==> src/rtl/diag_frame_pkg.sv <==
package diag_frame_pkg;
  localparam int BYTE_W = 8;
  localparam logic [BYTE_W-1:0] ADDR_MAIN = 8'hF4;
  localparam logic [BYTE_W-1:0] ADDR_ALT  = 8'hE4;
  localparam logic [BYTE_W-1:0] LEN_BIAS  = 8'h55;
  localparam logic [BYTE_W-1:0] MAX_COUNT = 8'hFF - LEN_BIAS;

  typedef enum logic [2:0] {
    ST_IDLE, ST_SETTLE, ST_ADDR, ST_LEN, ST_BODY, ST_SUM, ST_DRAIN, ST_HOLD
  } seq_state_t;
endpackage

==> src/rtl/diag_tx_shifter.sv <==
module diag_tx_shifter #(
  parameter int CLK_DIV = 12207
) (
  input  logic       clk,
  input  logic       rst,
  input  logic       load_i,
  input  logic [7:0] data_i,
  output logic       txd_o,
  output logic       busy_o
);
  localparam int DIV_W = $clog2(CLK_DIV + 1);
  localparam int BITS  = 10;
  localparam int BIT_W = $clog2(BITS);
  localparam logic [DIV_W-1:0] DIV_LAST = DIV_W'(CLK_DIV - 1);
  localparam logic [BIT_W-1:0] BIT_LAST = BIT_W'(BITS - 1);

  logic [DIV_W-1:0] div_q;
  logic [BIT_W-1:0] bit_q;
  logic [8:0]       sr_q;

  always_ff @(posedge clk) begin
    if (rst) begin
      txd_o  <= 1'b1;
      busy_o <= 1'b0;
      div_q  <= '0;
      bit_q  <= '0;
      sr_q   <= '1;
    end else if (load_i && !busy_o) begin
      txd_o  <= 1'b0;
      busy_o <= 1'b1;
      div_q  <= '0;
      bit_q  <= '0;
      sr_q   <= {1'b1, data_i};
    end else if (busy_o) begin
      if (div_q == DIV_LAST) begin
        div_q <= '0;
        if (bit_q == BIT_LAST) begin
          busy_o <= 1'b0;
        end else begin
          txd_o <= sr_q[0];
          sr_q  <= {1'b1, sr_q[8:1]};
          bit_q <= bit_q + 1'b1;
        end
      end else begin
        div_q <= div_q + 1'b1;
      end
    end
  end

  // a byte is loaded only into an empty shift register
  assert_load_when_idle_R4: assert property (@(posedge clk) disable iff (rst)
    load_i |-> !busy_o);
  // the stop bit is still on the line when the register empties
  assert_stop_high_R4: assert property (@(posedge clk) disable iff (rst)
    $fell(busy_o) |-> txd_o);
endmodule

==> src/rtl/diag_guard_timer.sv <==
module diag_guard_timer #(
  parameter int CYCLES = 2000
) (
  input  logic clk,
  input  logic rst,
  input  logic run_i,
  output logic expire_o
);
  localparam int CNT_W = $clog2(CYCLES + 1);
  localparam logic [CNT_W-1:0] CNT_LAST = CNT_W'(CYCLES - 1);

  logic [CNT_W-1:0] cnt_q;

  always_ff @(posedge clk) begin
    if (rst || !run_i) cnt_q <= '0;
    else if (cnt_q != CNT_LAST) cnt_q <= cnt_q + 1'b1;
  end

  assign expire_o = run_i && (cnt_q == CNT_LAST);

  // the count never passes the guard length
  assert_guard_bound_R5: assert property (@(posedge clk) disable iff (rst)
    cnt_q <= CNT_LAST);
endmodule

==> src/rtl/diag_frame_seq.sv <==
module diag_frame_seq
  import diag_frame_pkg::*;
#(
  parameter bit NODE_ALT = 1'b0
) (
  input  logic       clk,
  input  logic       rst,
  input  logic       start_i,
  input  logic [7:0] count_i,
  input  logic [7:0] pay_data_i,
  input  logic       pay_valid_i,
  output logic       pay_ready_o,
  output logic       sh_load_o,
  output logic [7:0] sh_data_o,
  input  logic       sh_busy_i,
  output logic       guard_run_o,
  input  logic       guard_expire_i,
  output logic       drv_en_o,
  output logic       tx_en_o,
  output logic       busy_o,
  output logic       done_o,
  output logic       err_o
);
  localparam logic [7:0] NODE_ADDR = NODE_ALT ? ADDR_ALT : ADDR_MAIN;

  seq_state_t state_q;
  logic [7:0] sum_q;
  logic [7:0] rem_q;
  logic [7:0] len_q;
  logic       count_ok;

  assign count_ok    = (count_i != 8'd0) && (count_i <= MAX_COUNT);
  assign guard_run_o = (state_q == ST_SETTLE) || (state_q == ST_HOLD);
  assign pay_ready_o = (state_q == ST_BODY) && !sh_busy_i;

  always_comb begin
    sh_load_o = 1'b0;
    sh_data_o = 8'h00;
    case (state_q)
      ST_ADDR: begin sh_load_o = !sh_busy_i; sh_data_o = NODE_ADDR; end
      ST_LEN:  begin sh_load_o = !sh_busy_i; sh_data_o = len_q; end
      ST_BODY: begin sh_load_o = !sh_busy_i && pay_valid_i; sh_data_o = pay_data_i; end
      ST_SUM:  begin sh_load_o = !sh_busy_i; sh_data_o = 8'h00 - sum_q; end
      default: ;
    endcase
  end

  always_ff @(posedge clk) begin
    if (rst) begin
      state_q  <= ST_IDLE;
      sum_q    <= '0;
      rem_q    <= '0;
      len_q    <= '0;
      drv_en_o <= 1'b0;
      tx_en_o  <= 1'b0;
      busy_o   <= 1'b0;
      done_o   <= 1'b0;
      err_o    <= 1'b0;
    end else begin
      done_o <= 1'b0;
      err_o  <= 1'b0;
      case (state_q)
        ST_IDLE: if (start_i) begin
          if (count_ok) begin
            state_q <= ST_SETTLE;
            tx_en_o <= 1'b1;
            busy_o  <= 1'b1;
            rem_q   <= count_i;
            len_q   <= count_i + LEN_BIAS;
            sum_q   <= '0;
          end else begin
            err_o <= 1'b1;
          end
        end
        ST_SETTLE: if (guard_expire_i) begin
          drv_en_o <= 1'b1;
          state_q  <= ST_ADDR;
        end
        ST_ADDR: if (sh_load_o) state_q <= ST_LEN;
        ST_LEN:  if (sh_load_o) state_q <= ST_BODY;
        ST_BODY: if (sh_load_o) begin
          rem_q <= rem_q - 1'b1;
          if (rem_q == 8'd1) state_q <= ST_SUM;
        end
        ST_SUM:   if (sh_load_o) state_q <= ST_DRAIN;
        ST_DRAIN: if (!sh_busy_i) begin
          drv_en_o <= 1'b0;
          state_q  <= ST_HOLD;
        end
        ST_HOLD: if (guard_expire_i) begin
          tx_en_o <= 1'b0;
          busy_o  <= 1'b0;
          done_o  <= 1'b1;
          state_q <= ST_IDLE;
        end
        default: state_q <= ST_IDLE;
      endcase
      if (sh_load_o) sum_q <= sum_q + sh_data_o;
    end
  end

  // the driver is only on inside the transmitter window
  assert_drv_inside_txen_R5: assert property (@(posedge clk) disable iff (rst)
    drv_en_o |-> tx_en_o);
  // the driver is released only once the shift register is empty
  assert_drv_release_empty_R6: assert property (@(posedge clk) disable iff (rst)
    $fell(drv_en_o) |-> !sh_busy_i);
  // done lasts one cycle and busy ends only with it
  assert_done_single_R7: assert property (@(posedge clk) disable iff (rst)
    done_o |=> !done_o);
  assert_busy_ends_done_R7: assert property (@(posedge clk) disable iff (rst)
    $fell(busy_o) |-> done_o);
  // content is only requested during a frame
  assert_ready_in_frame_R8: assert property (@(posedge clk) disable iff (rst)
    pay_ready_o |-> (busy_o && drv_en_o));
  // a refused count starts nothing
  assert_err_idle_R10: assert property (@(posedge clk) disable iff (rst)
    err_o |-> (!tx_en_o && !busy_o));
endmodule

==> src/rtl/diag_frame_tx.sv <==
module diag_frame_tx #(
  parameter int CLK_DIV      = 12207,
  parameter int GUARD_CYCLES = 2000,
  parameter bit NODE_ALT     = 1'b0
) (
  input  logic       clk,
  input  logic       rst,
  input  logic       start_i,
  input  logic [7:0] count_i,
  input  logic [7:0] pay_data_i,
  input  logic       pay_valid_i,
  output logic       pay_ready_o,
  output logic       txd_o,
  output logic       drv_en_o,
  output logic       tx_en_o,
  output logic       busy_o,
  output logic       done_o,
  output logic       err_o
);
  logic       sh_load;
  logic [7:0] sh_data;
  logic       sh_busy;
  logic       guard_run;
  logic       guard_expire;

  diag_frame_seq #(.NODE_ALT(NODE_ALT)) u_seq (
    .clk(clk), .rst(rst), .start_i(start_i), .count_i(count_i),
    .pay_data_i(pay_data_i), .pay_valid_i(pay_valid_i), .pay_ready_o(pay_ready_o),
    .sh_load_o(sh_load), .sh_data_o(sh_data), .sh_busy_i(sh_busy),
    .guard_run_o(guard_run), .guard_expire_i(guard_expire),
    .drv_en_o(drv_en_o), .tx_en_o(tx_en_o), .busy_o(busy_o),
    .done_o(done_o), .err_o(err_o)
  );

  diag_tx_shifter #(.CLK_DIV(CLK_DIV)) u_shift (
    .clk(clk), .rst(rst), .load_i(sh_load), .data_i(sh_data),
    .txd_o(txd_o), .busy_o(sh_busy)
  );

  diag_guard_timer #(.CYCLES(GUARD_CYCLES)) u_guard (
    .clk(clk), .rst(rst), .run_i(guard_run), .expire_o(guard_expire)
  );

  // the line rests high whenever the driver is off
  assert_line_idle_R4: assert property (@(posedge clk) disable iff (rst)
    !drv_en_o |-> txd_o);
endmodule

==> config.mk <==
export PLATFORM = sky130hd
export DESIGN_NAME = diag_frame_tx
export DESIGN_NICKNAME = d
export VERILOG_FILES = /design/src/rtl/diag_frame_pkg.sv /design/src/rtl/diag_tx_shifter.sv /design/src/rtl/diag_guard_timer.sv /design/src/rtl/diag_frame_seq.sv /design/src/rtl/diag_frame_tx.sv
export SDC_FILE = /design/constraint.sdc
export NUM_CORES = 1
export LEC_CHECK = 0
export ABC_AREA = 1
export BUFFER_PORTS_ARGS = -buffer_cell sky130_fd_sc_hd__buf_2
export CORE_UTILIZATION = 45
export CTS_CLUSTER_DIAMETER = 200
export DETAILED_ROUTE_END_ITERATION = 10
export PLACE_DENSITY_LB_ADDON = 0.25
export SLEW_MARGIN = 5
export SYNTH_ARGS = -nofsm -noshare
export SYNTH_HDL_FRONTEND = slang
export SYNTH_HIERARCHICAL = 1
export SYNTH_SLANG_ARGS = --single-unit
==> constraint.sdc <==
create_clock -name clk -period 3.9 [get_ports clk]
set_clock_uncertainty 0.1 [all_clocks]
set_input_delay 0.39 -clock clk [delete_from_list [all_inputs] [get_ports clk]]
set_output_delay 0.39 -clock clk [all_outputs]
set_load 0.005 [all_outputs]
* Word level (Yosys, flattened, before mapping)
Cells that the tools add are included.
Storage, ports and cells: logic and storage cells 123, bits in registers 70, output and inout port bits 7, input bits 20
Cells by class: bitwise gates (word level) 4, add/subtract/negate cells 7, $lt $le $gt $ge 1, mux-type cells 43, reductions and logical operators 31, eq/ne operators 23
Operator list (count):
- two-way mux 8 bit | 11
- case mux 8 bit (4 select lines) | 1
- two-way mux 3 bit | 10
- case mux 3 bit (8 select lines) | 1
- case mux 8 bit (2 select lines) | 1
- nonzero test 2 bit | 8
- two-way mux 1 bit | 15
- AND reduction 3 bit | 5
- adder 14 x 1 -> 14 bit (second input constant) | 1
- equality test 14 bit (second input constant) | 1
- two-way mux 14 bit | 1
- equality test 3 bit (second input constant) | 4
- inequality test 2 x 1 -> 1 bit (second input constant) | 6
- adder 11 x 1 -> 11 bit (second input constant) | 1
- equality test 11 bit (second input constant) | 1
- inequality test 11 bit (second input constant) | 1
- inequality test 2 bit (second input constant) | 5
- AND reduction 10 bit | 1
- adder 8 x 7 -> 8 bit (second input constant) | 1
- adder 8 bit | 1
- equality test 8 x 1 -> 1 bit (second input constant) | 1
- less-or-equal comparator 8 bit (second input constant) | 1
- AND reduction 4 bit | 2
- nonzero test 8 bit | 1
- 14 further kinds | 28

* Logic depth before layout (Yosys ltp)
depth after elaboration 6, gate-level depth with buffers 18, depth with buffers taken out 18

* Hierarchy
Netlist, hierarchy kept.
By module, submodules not included:
- diag_frame_seq | instances 1, sequential area each 620.6 sq um, area each 2391.0 sq um, cells each 372
- diag_tx_shifter | instances 1, sequential area each 560.5 sq um, area each 1549.0 sq um, cells each 228
- diag_guard_timer | instances 1, sequential area each 220.2 sq um, area each 586.8 sq um, cells each 86

* Least setup slack after synthesis
OpenSTA, ideal clock, no wires.
kind register to register, start point register u_seq.state_q[1], end point register u_seq.sum_q[6], library setup time 128 ps, data arrival time 2474 ps, period minus slack after synthesis 2702 ps, stages on the path, launching flop included 19, data required time 3672 ps, buffers on the path 1, path slack 1198 ps, path through dfxtp_1 > nor2_2 > nand2_2 > inv_2 > clkbuf_1 > nand2_1 > o221ai_1 > nand2_1 > inv_1 > ha_1 > fa_1 > nand3_1 > nand3_1 > nand2_1 > nand2_1 > a21o_1 > or2_2 > nand3_1 > a21oi_1
On the way: elaborated cells on any way between the ends 14, those cells by class add/sub (1); eq/ne (4); mux (3); reduce/logical (6)
RTL lines:
- start, declared | line diag_frame_seq.sv:26 | seq_state_t state_q;
- start signal, assigned | line diag_frame_seq.sv:50 | state_q <= ST_IDLE;
- start signal, assigned | line diag_frame_seq.sv:65 | state_q <= ST_SETTLE;
- start signal, assigned | line diag_frame_seq.sv:77 | state_q <= ST_ADDR;
- equality test 3 bit or equality test 3 x 2 -> 1 bit (tied branches) | line diag_frame_seq.sv:39 | case (state_q)
- case mux 8 bit (4 select lines) * | line diag_frame_seq.sv:39
- net sh_data[0] | line diag_frame_tx.sv:21 | logic [7:0] sh_data;
- adder 8 bit * | line diag_frame_seq.sv:98 | if (sh_load_o) sum_q <= sum_q + sh_data_o;
- two-way mux 8 bit * | line diag_frame_seq.sv:98
- end signal, assigned | line diag_frame_seq.sv:98
- end, declared | line diag_frame_seq.sv:27 | logic [7:0] sum_q;
Mark *: on every way through the listed nets, which the timed path passes. The rest lies on a longest branch. A chain may end at the register's enable or synchronous reset.

* Final worst setup path
Same ends and word-level chain as after synthesis.

==> flow_summary.json <==
{
  "post-route-drc-count": 0,
  "synth_edf_count": 0,
  "grtUsageMet3": 0.0321,
  "syn_to_final_growth_pct": 9.20,
  "r2r_start": "u_seq/state_q[1]$_SDFFE_PP0P_",
  "dieArea_um2": 10500,
  "cts_buffer_depth": 2,
  "syn_nets": 728,
  "cts_tree": "done",
  "root_buffer": "clkbuf_8",
  "cts.sinks": 70,
  "row_count": 36,
  "gr-max-usage-layer": "met2",
  "grt_max_degree": 20,
  "drt_iter0_drc": 222,
  "synth_flop_cell": "dfxtp_1",
  "cts_hold_buf": 0,
  "nets": 754,
  "p_leak_nw": 2.23,
  "hold_class": "in -> reg",
  "postCtsSetupRepairBufs": 0,
  "io_buffers": 26,
  "cp_max_fo": 15,
  "die_x_um": 102,
  "path_clk_slew_ns": 0.07,
  "swShare": 0.431,
  "status": "finished clean",
  "combPwrFrac": 0.439,
  "r2r-end": "u_seq/sum_q[6]$_SDFFE_PP0P_",
  "htree_levels": 3,
  "routedWlPerCell_um": 11.7,
  "synthDominantCellAreaShare": 0.310,
  "grt_pass1_vias": 3945,
  "place_hpwl_um": 7590,
  "cp-start-kind": "flip-flop",
  "n_antenna_cell": 0,
  "synthCells": 686,
  "cp.arrival_ns": 3.11,
  "ys_ff_latch": 70,
  "layout-drive-gt1-share": 0.138,
  "endpoint": "u_seq/sum_q[6]$_SDFFE_PP0P_",
  "num_io_pins": 27,
  "grt_antenna_before_repair": 0,
  "synth_top_area_cell": "dfxtp_1",
  "gp_congestion": 0.856,
  "synth_common_cells": "nand2_1, inv_1, nor2_1, dfxtp_1, nand3_1",
  "yosysWarningCount": 6,
  "period_share": 0.768,
  "finalSetupTns_ns": 0,
  "hold_viol": 0,
  "worstPathRequired_ns": 4.01,
  "drtPass1Iterations": 4,
  "ys_seq_area_frac": 0.310,
  "fin_crit_ns": 3.00,
  "intPower_mw": 1.56,
  "grt_util_all_layers": 0.211,
  "numCtsBuffers": 9,
  "yosysMostFrequentCell": "nand2_1",
  "synth-async-reset-ratio": 0,
  "powerDensity_nw_per_um2": 554,
  "setup.worst_path.start": "u_seq/state_q[1]$_SDFFE_PP0P_",
  "drv_slew": 0,
  "clockPowerShare": 0.217,
  "path_class": "reg -> reg",
  "hold_slack_ns": 0.314,
  "met2_usage": 0.350,
  "syn_area_per_cell_um2": 6.60,
  "final_cells": 850,
  "slew_headroom": 0.682,
  "synth_cell_type_count": 42,
  "r2r_cells": 17,
  "worst_pin_slew_ns": 0.477,
  "drt_wl_total_um": 9960,
  "grt_overflow": 0,
  "peakVddDrop_v": 0.000260,
  "clkLatencyLatePin_ns": 0.34,
  "maxCapViolations": 0,
  "netlist_area_um2": 4530,
  "rrSetupSlack_ns": 0.90,
  "cts.repair.resized": 0,
  "grtUsageMet1": 0.282,
  "placed_cells": 834,
  "power_frac_seq": 0.343,
  "dr_total_vias": 4353,
  "switching_power_mw": 1.18,
  "core_um2": 9770,
  "grt_pass1_wl_um": 17600,
  "vias_per_cell": 5.12,
  "rsz0062_at_grt": "false",
  "synth_area_leaders": "dfxtp_1, nand2_1, inv_1",
  "total_power_mw": 2.74,
  "fmax_ghz": 0.334,
  "fin_util": 0.506,
  "endpoint_kind": "flip-flop",
  "drtAntennaViolNets": 0,
  "setup_viol": 0,
  "die_h_um": 102,
  "start_util": 0.463
}
[placed cells by master (no fill, tap or decap), drive strengths merged, types with 2 or more instances in the layout]
cell type  netlist  routed
o21ai           43      43
xor2            10      10
buf              8      27
ha              21      21
clkinv           2       3
clkbuf           4      13
xnor2            3       3
a31oi            5       5
o211ai           3       3
o22ai            3       3
nand3b           5       5
inv             99      99
nand3           68      68
dfxtp           70      70
nand2          165     165
or2              7       7
nor2            91      91
a21oi           51      51
nor3             7       7
nand4           13      13
a21o             2       2
[worst max-delay path: stages (launching register included)]
cell and delay [ns]:
dfxtp_1 0.50, nor2_2 0.08, nand2_2 0.22, inv_2 0.17, nand2_1 0.09, o221ai_1 0.11
nand2_1 0.08, inv_1 0.05, ha_1 0.20, fa_1 0.41, nand3_1 0.08, nand3_1 0.08
nand2_1 0.08, nand2_1 0.05, a21o_1 0.16, or2_2 0.27, nand3_1 0.07, a21oi_1 0.06
[flip-flops by register name, indices dropped and copies added (netlist names)]
register        flops
u_seq/rem_q         8
u_seq/busy_o        1
u_shift/div_q      14
u_seq/drv_en_o      1
u_shift/sr_q        8
u_seq/done_o        1
u_seq/len_q         8
u_shift/busy_o      1
u_shift/txd_o       1
u_seq/state_q       3
u_seq/sum_q         8
u_seq/err_o         1
u_guard/cnt_q      11
u_shift/bit_q       4
[kinds of logic after synthesis]
kind of cell | after synthesis | share of synthesized area
buffers and inverters | 113 | 0.104
adder cells (fa/ha/maj) | 22 | 0.0625
flip-flops | 70 | 0.310
XOR/XNOR | 13 | 0.0252
AND/OR/NAND/NOR | 357 | 0.362
AO/OA/AOI/OAI | 111 | 0.136
[area by class of cell]
class	count	area (um2)
multi-input cells	503	2650
well taps	133	166
inverters	101	384
fillers	1001	4830
clock buffers	13	159
clock inverters	3	42.5
flip-flops and latches	70	1400
repair buffers	27	138
[through the flow]
stage	setup slack (ns)	cell area, um2
after floorplan	1.20	4530
after global placement	1.01	4740
after detailed placement	0.917	4740
after CTS	0.910	4940
after global routing	0.639	4940
final	0.904	4940
[how the worst min path moves through the flow]
stage               depth (start not counted)  slack (ns)                      startpoint                              to
floorplan                                   2        0.33     u_seq/len_q[0]$_SDFFE_PP0P_     u_seq/len_q[0]$_SDFFE_PP0P_
global placement                            2        0.35  u_guard/cnt_q[10]$_SDFFE_PP0P_  u_guard/cnt_q[10]$_SDFFE_PP0P_
detailed placement                          2        0.36  u_guard/cnt_q[10]$_SDFFE_PP0P_  u_guard/cnt_q[10]$_SDFFE_PP0P_
CTS                                         3        0.30                      count_i[7]     u_seq/len_q[7]$_SDFFE_PP0P_
global route                                3        0.33                      count_i[2]     u_seq/len_q[2]$_SDFFE_PP0P_
finish                                      3        0.31                      count_i[2]     u_seq/len_q[2]$_SDFFE_PP0P_
[metal layers]
layer / part of all wire / routed length, um
met3: 0.038 / 376
met1: 0.49 / 4890
met2: 0.46 / 4580
met5: 0 / 0
met4: 0.012 / 116
[power by group through the flow]
stage | logic (mW) | clock network [mW] | registers (mW)
2_1_floorplan | 0.986 | 0 | 0.929
3_3_place_gp | 1.18 | 0 | 0.950
3_5_place_dp | 1.20 | 0 | 0.956
4_1_cts | 1.20 | 0.615 | 0.940
5_1_grt | 1.38 | 0.644 | 0.958
6_report | 1.20 | 0.595 | 0.941
Power figures use the tool's default switching activity.
